===== src/rtl/ect_pkg.sv =====
package ect_pkg;
  typedef enum logic [1:0] {
    CFG_OFF  = 2'd0,
    CFG_STD  = 2'd1,
    CFG_DIFF = 2'd2
  } cfg_e;

  typedef enum logic {
    DS_WAIT = 1'b0,
    DS_RUN  = 1'b1
  } dstate_e;

  localparam int FLAG_CAP  = 0;
  localparam int FLAG_UNF  = 1;
  localparam int NUM_FLAGS = 2;
endpackage


===== src/rtl/ect_pin_sync.sv =====
module ect_pin_sync #(
  parameter int STAGES = 2
) (
  input  logic clk,
  input  logic rst_n,
  input  logic pin_async,
  output logic rise_o,
  output logic fall_o
);
  localparam int LAST = STAGES - 1;

  logic [STAGES-1:0] chain_q, chain_d;
  logic              prev_q;

  generate
    if (STAGES > 1) begin : g_multi
      always_comb chain_d = {chain_q[STAGES-2:0], pin_async};
    end else begin : g_single
      always_comb chain_d = pin_async;
    end
  endgenerate

  always_ff @(posedge clk or negedge rst_n) begin
    if (!rst_n) begin
      chain_q <= '0;
      prev_q  <= 1'b0;
    end else begin
      chain_q <= chain_d;
      prev_q  <= chain_q[LAST];
    end
  end

  assign rise_o = chain_q[LAST] & ~prev_q;
  assign fall_o = ~chain_q[LAST] & prev_q;


  rise_gap_chk: assert property (@(posedge clk) disable iff (!rst_n)
    rise_o |=> !rise_o);


  fall_gap_chk: assert property (@(posedge clk) disable iff (!rst_n)
    fall_o |=> !fall_o);
endmodule


===== src/rtl/ect_counter.sv =====
module ect_counter
  import ect_pkg::*;
#(
  parameter int W = 16
) (
  input  logic         clk,
  input  logic         rst_n,
  input  logic         tick_i,
  input  logic         enable_i,
  input  logic         mode_diff_i,
  input  logic         rise_i,
  input  logic         fall_i,
  input  logic         edge_std_i,
  input  logic         edge_first_i,
  input  logic         edge_second_i,
  output logic [W-1:0] cap_o,
  output logic         cap_evt_o,
  output logic         unf_evt_o
);
  localparam logic [W-1:0] ALL_ONES = '1;
  localparam logic [W-1:0] ZERO     = '0;
  localparam logic [W-1:0] SAT_M1   = ALL_ONES - 1'b1;

  cfg_e        cfg_now, cfg_q;
  dstate_e     st_q, st_d;
  logic [W-1:0] cnt_q, cnt_d, cap_q;
  logic        reload, cap_we, unf_evt;
  logic        std_hit, first_hit, second_hit;

  always_comb begin
    if (!enable_i)       cfg_now = CFG_OFF;
    else if (mode_diff_i) cfg_now = CFG_DIFF;
    else                 cfg_now = CFG_STD;
  end

  assign reload     = (cfg_now != cfg_q) || (cfg_now == CFG_OFF);
  assign std_hit    = edge_std_i    ? fall_i : rise_i;
  assign first_hit  = edge_first_i  ? fall_i : rise_i;
  assign second_hit = edge_second_i ? fall_i : rise_i;

  always_comb begin
    cnt_d   = cnt_q;
    st_d    = st_q;
    cap_we  = 1'b0;
    unf_evt = 1'b0;
    if (reload) begin
      cnt_d = (cfg_now == CFG_DIFF) ? ZERO : ALL_ONES;
      st_d  = DS_WAIT;
    end else if (cfg_q == CFG_STD) begin
      cap_we = std_hit;
      if (tick_i) begin
        cnt_d   = cnt_q - 1'b1;
        unf_evt = (cnt_q == ZERO);
      end
    end else begin
      case (st_q)
        DS_WAIT: begin
          if (first_hit) begin
            st_d  = DS_RUN;
            cnt_d = ZERO;
          end
        end
        DS_RUN: begin
          if (second_hit) begin
            cap_we = 1'b1;
            st_d   = DS_WAIT;
          end else if (tick_i && (cnt_q != ALL_ONES)) begin
            cnt_d   = cnt_q + 1'b1;
            unf_evt = (cnt_q == SAT_M1);
          end
        end
        default: st_d = DS_WAIT;
      endcase
    end
  end

  always_ff @(posedge clk or negedge rst_n) begin
    if (!rst_n) begin
      cfg_q <= CFG_OFF;
      st_q  <= DS_WAIT;
      cnt_q <= ALL_ONES;
    end else begin
      cfg_q <= cfg_now;
      st_q  <= st_d;
      cnt_q <= cnt_d;
    end
  end

  always_ff @(posedge clk or negedge rst_n) begin
    if (!rst_n)      cap_q <= ZERO;
    else if (cap_we) cap_q <= cnt_q;
  end

  assign cap_o     = cap_q;
  assign cap_evt_o = cap_we;
  assign unf_evt_o = unf_evt;


  std_dec_chk: assert property (@(posedge clk) disable iff (!rst_n)
    (cfg_q == CFG_STD && cfg_now == CFG_STD && tick_i)
      |=> cnt_q == $past(cnt_q) - 1'b1);


  std_wrap_chk: assert property (@(posedge clk) disable iff (!rst_n)
    (cfg_q == CFG_STD && cfg_now == CFG_STD && tick_i && cnt_q == ZERO)
      |=> cnt_q == ALL_ONES);


  sat_hold_chk: assert property (@(posedge clk) disable iff (!rst_n)
    (cfg_q == CFG_DIFF && cfg_now == CFG_DIFF && st_q == DS_RUN &&
     cnt_q == ALL_ONES && !second_hit) |=> cnt_q == ALL_ONES);


  cap_hold_chk: assert property (@(posedge clk) disable iff (!rst_n)
    !cap_we |=> $stable(cap_q));
endmodule


===== src/rtl/ect_flags.sv =====
module ect_flags #(
  parameter int N = 2
) (
  input  logic         clk,
  input  logic         rst_n,
  input  logic [N-1:0] set_i,
  input  logic [N-1:0] clr_i,
  input  logic [N-1:0] ie_i,
  output logic [N-1:0] flag_o,
  output logic         irq_o
);
  generate
    for (genvar g = 0; g < N; g++) begin : g_flag
      logic bit_q, bit_d;

      always_comb bit_d = set_i[g] | (bit_q & ~clr_i[g]);

      always_ff @(posedge clk or negedge rst_n) begin
        if (!rst_n) bit_q <= 1'b0;
        else        bit_q <= bit_d;
      end

      assign flag_o[g] = bit_q;


      w1c_chk: assert property (@(posedge clk) disable iff (!rst_n)
        (clr_i[g] && !set_i[g]) |=> !flag_o[g]);
    end
  endgenerate

  assign irq_o = |(flag_o & ie_i);
endmodule


===== src/rtl/edge_capture_timer.sv =====
module edge_capture_timer
  import ect_pkg::*;
#(
  parameter int WIDTH       = 16,
  parameter int SYNC_STAGES = 2
) (
  input  logic             clk,
  input  logic             rst_n,
  input  logic             tick,
  input  logic             cap_pin,
  input  logic             enable,
  input  logic             mode_diff,
  input  logic             edge_std,
  input  logic             edge_first,
  input  logic             edge_second,
  input  logic             clr_cap,
  input  logic             clr_unf,
  input  logic             ie_cap,
  input  logic             ie_unf,
  output logic [WIDTH-1:0] cap_value,
  output logic             cap_pend,
  output logic             unf_flag,
  output logic             irq
);
  logic                 rise, fall, cap_evt, unf_evt;
  logic [NUM_FLAGS-1:0] f_set, f_clr, f_ie, f_q;

  ect_pin_sync #(.STAGES(SYNC_STAGES)) u_sync (
    .clk(clk), .rst_n(rst_n), .pin_async(cap_pin),
    .rise_o(rise), .fall_o(fall)
  );

  ect_counter #(.W(WIDTH)) u_cnt (
    .clk(clk), .rst_n(rst_n), .tick_i(tick), .enable_i(enable),
    .mode_diff_i(mode_diff), .rise_i(rise), .fall_i(fall),
    .edge_std_i(edge_std), .edge_first_i(edge_first),
    .edge_second_i(edge_second), .cap_o(cap_value),
    .cap_evt_o(cap_evt), .unf_evt_o(unf_evt)
  );

  always_comb begin
    f_set = '0;
    f_clr = '0;
    f_ie  = '0;
    f_set[FLAG_CAP] = cap_evt;
    f_set[FLAG_UNF] = unf_evt;
    f_clr[FLAG_CAP] = clr_cap;
    f_clr[FLAG_UNF] = clr_unf;
    f_ie[FLAG_CAP]  = ie_cap;
    f_ie[FLAG_UNF]  = ie_unf;
  end

  ect_flags #(.N(NUM_FLAGS)) u_flags (
    .clk(clk), .rst_n(rst_n), .set_i(f_set), .clr_i(f_clr),
    .ie_i(f_ie), .flag_o(f_q), .irq_o(irq)
  );

  assign cap_pend = f_q[FLAG_CAP];
  assign unf_flag = f_q[FLAG_UNF];


  irq_cap_chk: assert property (@(posedge clk) disable iff (!rst_n)
    ($rose(cap_pend) && ie_cap) |-> irq);


  irq_unf_chk: assert property (@(posedge clk) disable iff (!rst_n)
    ($rose(unf_flag) && ie_unf) |-> irq);
endmodule


===== config.mk =====
export PLATFORM = sky130hd
export DESIGN_NAME = edge_capture_timer
export DESIGN_NICKNAME = d
export VERILOG_FILES = /design/src/rtl/ect_pkg.sv /design/src/rtl/ect_pin_sync.sv /design/src/rtl/ect_counter.sv /design/src/rtl/ect_flags.sv /design/src/rtl/edge_capture_timer.sv
export SDC_FILE = /design/constraint.sdc
export NUM_CORES = 1
export LEC_CHECK = 0
export BUFFER_PORTS_ARGS = -buffer_cell sky130_fd_sc_hd__buf_2
export CAP_MARGIN = 10
export CORE_UTILIZATION = 50
export CTS_CLUSTER_DIAMETER = 100
export DETAILED_ROUTE_END_ITERATION = 7
export GPL_TIMING_DRIVEN = 0
export PLACE_DENSITY = 0.7
export SLEW_MARGIN = 20
export SYNTH_ARGS = -nofsm -noshare
export SYNTH_HDL_FRONTEND = slang
export SYNTH_SLANG_ARGS = --single-unit

===== constraint.sdc =====
create_clock -name clk -period 2.52 [get_ports clk]
set_input_delay 0.378 -clock clk [delete_from_list [all_inputs] [get_ports clk]]
set_output_delay 0.378 -clock clk [all_outputs]
set_load 0.05 [all_outputs]

==> results of run 1 <==
==> synthesized netlist by cell type (3+ instances only) <==
cell type	count	area, um^2
nor2_1	14	52.6
a21boi_0	3	22.5
o31ai_1	3	22.5
or3_1	4	25.0
o22ai_1	4	25.0
o21ai_0	6	30.0
or2_2	3	18.8
ha_1	4	50.1
o22a_1	3	26.3
clkbuf_1	8	30.0
o22a_2	4	40.0
nand3_1	11	55.1
a21oi_1	5	25.0
a211oi_1	5	37.5
dfrtp_1	24	601
or4_1	3	22.5
buf_6	4	45.0
o221ai_1	4	35.0
a2bb2oi_1	9	78.8
inv_1	9	33.8
a221o_1	5	50.1
a31oi_1	3	18.8
nand4_1	7	43.8
nor3_1	9	45.0
nand2_1	17	63.8
nor4_1	8	50.1
dfstp_2	16	420
buf_2	9	45.0
mux2_2	16	180
==> power breakdown <==
group | leakage [uW] | switching, uW | internal [uW] | total (uW)
Combinational | 0.000716 | 371 | 175 | 546
Clock | 0.0000515 | 220 | 250 | 469
Sequential | 0.000486 | 49.4 | 736 | 785
==> per-stage QoR <==
step / setup TNS [ns] / power, uW
after floorplan: 0 / 1200
after global placement: -0.524 / 1330
after detailed placement: 0 / 1340
after CTS: 0 / 1810
after global routing: 0 / 1890
final: 0 / 1800
==> kinds of logic after synthesis <==
family | share of synthesized area
AO/OA/AOI/OAI | 0.243
adder cells (fa/ha/maj) | 0.0193
buffers and inverters | 0.0650
flip-flops | 0.393
multiplexers | 0.0732
AND/OR/NAND/NOR | 0.207
==> flip-flops by register name, summed over array words and instances, names as in the netlist <==
name,cells
u_cnt.cnt_q,16
u_sync.prev_q,1
u_cnt.st_q,1
u_cnt.cfg_q,2
u_sync.chain_q,2
u_cnt.cap_o,16
u_flags.g_flag.bit_q,2
==> worst paths after layout <==
check	endpoint	cells past startpoint	from
worst max-delay path	u_cnt.cnt_q[15]	7	u_cnt.cnt_q[8]
worst max register to register	u_cnt.cnt_q[15]	7	u_cnt.cnt_q[8]
min in group clk	u_sync.chain_q[0]	1	cap_pin
worst min-delay path	u_sync.chain_q[1]	1	rst_n
max in group asynchronous	u_cnt.cap_o[2]	1	rst_n
worst min register to register	u_sync.chain_q[1]	0	u_sync.chain_q[0]
==> placed cells by master (no fill, tap or decap), types with 3 or more instances in the layout <==
master / instances
buf_2: 40
dfrtp_1: 24
nand2_1: 17
mux2_2: 16
dfstp_2: 16
nor2_1: 14
nand3_1: 11
inv_1: 9
clkbuf_1: 9
nor3_1: 9
a2bb2oi_1: 9
nor4_1: 8
nand4_1: 7
clkbuf_8: 7
o21ai_0: 6
a211oi_1: 5
a21oi_1: 5
a221o_1: 5
buf_6: 4
or3_1: 4
o22ai_1: 4
o221ai_1: 4
o22a_2: 4
ha_1: 4
o22a_1: 3
or2_2: 3
or4_1: 3
a21boi_0: 3
a31oi_1: 3
==> layer usage <==
layer / GRT usage / vias to the layer above / part of all wire
met5: 0 / - / 0
met4: 0.135 / 0 / 0.026
met3: 0.0434 / 16 / 0.061
met2: 0.434 / 104 / 0.46
met1: 0.365 / 1139 / 0.45
li1: - / 1106 / -
==> area by class of cell <==
| type | count | share of cell area |
|---|---|---|
| buffer | 24 | 0.0458 |
| clock buffer | 8 | 0.0340 |
| timing repair buffer | 31 | 0.0526 |
| tap | 67 | 0.0284 |
| multi-input combinational | 193 | 0.481 |
| inverter | 9 | 0.0115 |
| sequential | 40 | 0.346 |
==> repair_timing <==
action	in CTS	in global routing
resized for setup	0	1
setup buffers	0	0
hold endpoints to repair	0	0
endpoints found under the setup margin	0	2
hold buffers	0	0
==> results.sh, run 1 <==
export IMPL_timing_critical_path_required_ns=2.75
export IMPL_post_dp_hpwl_mm=4.59
export IMPL_grt_max_degree=41
export IMPL_synth_main_ff_cell="dfrtp_1"
export IMPL_vias=2365
export IMPL_routed_wl_mm=6.79
export IMPL_synth_edf_count=0
export IMPL_synth_ff_latch_count=40
export IMPL_design_core_area_um2=4850
export IMPL_multi_input_area_um2=1420
export IMPL_result_of_the_run="completed"
export IMPL_iteration_count_of_the_initial_detailed_routing_pass=6
export IMPL_hold_viol=0
export IMPL_antenna_violations_before_repair=0
export IMPL_timing_critical_path_to_type="register"
export IMPL_initial_core_utilization=0.536
export IMPL_final_min_period_over_clock_period=0.958
export IMPL_dpl_cell_count=364
export IMPL_clk_latency_ns=0.30
export IMPL_min_path_type="input pin to async pin"
export IMPL_synthesized_area_per_cell_um2=9.77
export IMPL_timing_max_cap_violations=0
export IMPL_timing_slew_headroom=0.400
export IMPL_max_stage_delay_ns=0.51
export IMPL_postRouteAntennaNets=0
export IMPL_initial_drt_markers=173
export IMPL_final_setup_viol_count=0
export IMPL_worst_endpoint_arrival_ns=2.65
export IMPL_timing_max_transition_violations_final=0
export IMPL_synth_cell_types=66
export IMPL_pre_cts_slack_ns=0.154
export IMPL_path_delay_family="simple AND/OR/NAND/NOR gates"
export IMPL_timing_final_crit_period_ns=2.41
export IMPL_tritoncts="built"
export IMPL_vdd_drop_max_mv=0.424
export IMPL_finalClockSkew_ns=0.00492
export IMPL_asyncSetResetFlopFracSynth=1.00
export IMPL_synth_fp_nets=283
export IMPL_setup_repair_after_global_routing_missed_its_margin="false"
export IMPL_timing_critical_path_cells="buf_2 -> nand4_1 -> nor3_1 -> a41o_1 -> o21ai_2 -> buf_6 -> o32a_1"
export IMPL_clock_sinks=40
export IMPL_fin_worst_hold_slack_ns=0.173
export IMPL_postSynthCellCount=266
export IMPL_portBuffers=31
export IMPL_route_detailed_wl_per_inst_um=18.3
export IMPL_gpl_final_weighted_congestion=0.997
export IMPL_yosys_warnings=0
export IMPL_die_h_um=74.1
export IMPL_die_x_um=74.1
export IMPL_clock_tree_root_cell="clkbuf_8"
export IMPL_synthToLayoutAreaGrowth_pct=13.4
export IMPL_ys_seq_area_frac=0.393
export IMPL_finish_cell_count_without_fillers=372
export IMPL_clock_tree_htree_level_count=2
export IMPL_worst_slack_ns=0.106
export IMPL_leakagePower_uw=0.00125
export IMPL_max_freq_ghz=0.414
export IMPL_timing_setup_critical_path_class="register to register"
export IMPL_final_fill_count=430
export IMPL_remaining_drc_errors=0
export IMPL_synthesis_area_um2=2600
export IMPL_max_slew_worst_pin_slew_ns=0.895
export IMPL_design_die_area_um2=5490
export IMPL_place_area_um2=2840
export IMPL_row_count=25
export IMPL_setup_reg_to_reg_worst_slack_ns=0.11
export IMPL_grt_remaining_overflow=0
export IMPL_critPathMaxFanout=10
export IMPL_number_of_global_route_vias_before_repair=2291
export IMPL_design_area_um2=2950
export IMPL_antenna_cells=0
export IMPL_crit_buf_inv=2
export IMPL_critPathLaunchType="register"
export IMPL_io_pin_count=32
export IMPL_clk_pin_slew_worst_paths_ns=0.07
export IMPL_clockBufferDepth=2
export IMPL_detail_route_vias_per_cell=6.36
export IMPL_layout_cell_share_with_drive_strength_beyond_1=0.357
export IMPL_crit_path_top_delay_cell="dfstp_2"
export IMPL_cts_buffers_inserted=5
export IMPL_layout_core_utilization=0.608
export IMPL_area_sequential_um2=1020
export IMPL_first_pass_grt_wire_length_mm=11.1
export IMPL_grt_total_usage=0.274
export IMPL_power_density_nw_per_um2=611
export IMPL_finalNetCount=321
Note: power is estimated with default switching activity, not from simulation.
==> run 2: changes to the inputs <==
- PLACE_DENSITY: 0.7 -> default
- PLACE_DENSITY_LB_ADDON: default -> 0.1
- REMOVE_ABC_BUFFERS: default -> 1
- SETUP_SLACK_MARGIN: default -> 0.3
==> run 2 against run 1 <==
Compared with the run above:
- via count fell by 1.7%
- critical path type unchanged
- design area is 3.5% higher
- routed wire length decreased by 4.2%
- worst hold slack improved by 0.0066 ns
- critical endpoint is now u_cnt.cnt_q[12]
- global-route usage down 2.7 points
- highest routed layer unchanged
==> results.sh, run 2 (synthesis results as in run 1) <==
export IMPL_result_of_the_run="completed"
export IMPL_switching_share=0.355
export IMPL_p_sw_uw=646
export IMPL_worst_endpoint_arrival_ns=2.38
export IMPL_finalPower_uw=1820
export IMPL_grt_total_usage=0.247
export IMPL_max_stage_delay_ns=0.61
export IMPL_globalRouteMet3Util=0.0420
export IMPL_vias=2324
export IMPL_layout_cell_share_with_drive_strength_beyond_1=0.405
export IMPL_timing_critical_path_required_ns=2.76
export IMPL_layout_commonest_cell="buf_2"
export IMPL_gpl_final_weighted_congestion=0.850
export IMPL_min_path_type="input pin to async pin"
export IMPL_initial_drt_markers=163
export IMPL_timing_setup_critical_path_class="register to register"
export IMPL_grt_most_used_layer="met2"
export IMPL_grt_max_degree=41
export IMPL_tritoncts="built"
export IMPL_timing_critical_path_cells="buf_4 -> inv_1 -> ha_1 -> nor3b_2 -> a41o_2 -> o211a_1 -> a211oi_1 -> o22a_2"
export IMPL_postRouteAntennaNets=0
export IMPL_internal_power_uw=1170
export IMPL_row_count=25
export IMPL_timing_rr_start="u_cnt.cnt_q[0]"
export IMPL_vdd_drop_max_mv=0.441
export IMPL_hold_viol=0
export IMPL_r2r_end="u_cnt.cnt_q[12]"
export IMPL_clockBufferDepth=2
export IMPL_clock_power_share=0.254
export IMPL_finalClockSkew_ns=0.00297
export IMPL_met2_usage=0.400
export IMPL_clk_pin_slew_worst_paths_ns=0.07
export IMPL_final_min_period_over_clock_period=0.852
export IMPL_max_slew_worst_pin_slew_ns=0.854
export IMPL_max_freq_ghz=0.466
export IMPL_synthToLayoutAreaGrowth_pct=17.4
export IMPL_die_x_um=74.1
export IMPL_portBuffers=31
export IMPL_clock_sinks=40
export IMPL_first_pass_grt_wire_length_mm=10.3
export IMPL_detail_route_vias_per_cell=6.44
export IMPL_route_detailed_wl_per_inst_um=18.0
export IMPL_leakagePower_uw=0.00126
export IMPL_post_dp_hpwl_mm=3.98
export IMPL_design_die_area_um2=5490
export IMPL_initial_core_utilization=0.536
export IMPL_setup_reg_to_reg_worst_slack_ns=0.37
export IMPL_crit_buf_inv=2
export IMPL_number_of_global_route_vias_before_repair=2078
export IMPL_finalNetCount=310
export IMPL_clock_tree_root_cell="clkbuf_8"
export IMPL_clk_latency_ns=0.29
export IMPL_timing_slew_headroom=0.431
export IMPL_cts_buffers_inserted=5
export IMPL_power_frac_comb=0.287
export IMPL_antenna_cells=0
export IMPL_crit_path_top_delay_cell="dfstp_2"
export IMPL_iteration_count_of_the_initial_detailed_routing_pass=6
export IMPL_critPathMaxFanout=7
export IMPL_io_pin_count=32
export IMPL_worst_r2r_cell_count=8
export IMPL_power_density_nw_per_um2=597
export IMPL_grt_remaining_overflow=0
export IMPL_grt_use_met1=0.335
export IMPL_clock_tree_htree_level_count=2
export IMPL_critPathLaunchType="register"
export IMPL_final_setup_viol_count=0
export IMPL_pwr_share_seq=0.458
export IMPL_setup_repair_after_global_routing_missed_its_margin="false"
export IMPL_antenna_violations_before_repair=0
export IMPL_layout_common_cells="31 x buf_2, 23 x dfrtp_1, 16 x nand2_1, 16 x mux2_2, 16 x dfstp_2"
export IMPL_design_core_area_um2=4850
export IMPL_timing_max_transition_violations_final=0
export IMPL_timing_final_crit_period_ns=2.15
export IMPL_remaining_drc_errors=0
export IMPL_path_delay_family="compound AO/OA/AOI/OAI gates"
export IMPL_timing_critical_path_to_type="register"
export IMPL_timing_max_cap_violations=0
export IMPL_timing_setup_tns_ns=0
export IMPL_die_h_um=74.1
export IMPL_routed_wl_mm=6.50
[run 2: cell types whose count changed in the layout (fill, tap and decap cells not counted), sizes merged]
cell | before | now
and2b | 1 | 2
clkbuf | 16 | 8
buf | 47 | 42
nand2b | 2 | 3
[run 2: through the flow]
| step | instance area [um^2] | util | setup slack (ns) | instances | hold slack, ns |
|---|---|---|---|---|---|
| after CTS | 2960 | 0.610 | 0.339 | 354 | 0.200 |
| after global routing | 3050 | 0.629 | 0.301 | 361 | 0.193 |
| after floorplan | 2460 | - | 0.146 | 242 | 0.0824 |
| after detailed placement | 2710 | 0.559 | -0.703 | 340 | 0.363 |
| final | 3050 | 0.629 | 0.373 | 361 | 0.180 |
| after global placement | 2700 | 0.557 | -0.702 | 340 | 0.333 |
[run 2: layer usage]
metal,wire length [um],vias up,share of wire
met1,2980,1152,0.46
met2,3150,83,0.48
li1,-,1082,-
met3,327,7,0.050
met5,0,-,0
met4,46,0,0.0071
[run 2: final cells by class]
cell class | instances | area (um^2)
fillers | 431 | 1800
repair buffers | 42 | 263
well taps | 67 | 83.8
flip-flops and latches | 40 | 1020
inverters | 9 | 33.8
multi-input cells | 195 | 1550
clock buffers | 8 | 100
[run 2: what timing repair did]
action                                  in CTS  in global routing
gates cloned                                 1                  1
gates resized for setup                     15                  8
hold buffers                                 0                  0
endpoints found under the setup margin      32                 10
buffers inserted                             5                  6
pin swaps                                    1                  3
[run 2: worst reg2reg max path, stage by stage, from the launching register on]
cell,delay [ns]
dfstp_2,0.61
buf_4,0.14
inv_1,0.06
ha_1,0.24
nor3b_2,0.20
a41o_2,0.29
o211a_1,0.12
a211oi_1,0.23
o22a_2,0.20
[run 2: power by group through the flow]
| stage | logic [uW] | clock network [uW] | registers, uW |
|---|---|---|---|
| after floorplan | 205 | 0 | 966 |
| after global placement | 455 | 0 | 839 |
| after detailed placement | 463 | 0 | 843 |
| after CTS | 494 | 475 | 828 |
| after global routing | 559 | 509 | 847 |
| final | 523 | 463 | 834 |
[run 2: worst max path at each step]
stage / from / end / slack [ns] / depth (start not counted)
finish: u_cnt.cnt_q[0] / u_cnt.cnt_q[12] / 0.37 / 8
CTS: u_cnt.cnt_q[0] / u_cnt.cnt_q[14] / 0.34 / 6
detailed placement: u_cnt.cfg_q[1] / u_cnt.cap_o[7] / -0.70 / 5
global placement: u_cnt.cfg_q[1] / u_cnt.cap_o[1] / -0.70 / 5
floorplan: u_cnt.cfg_q[1] / u_cnt.cap_o[0] / 0.15 / 5
global route: u_cnt.cnt_q[0] / u_cnt.cnt_q[12] / 0.30 / 8
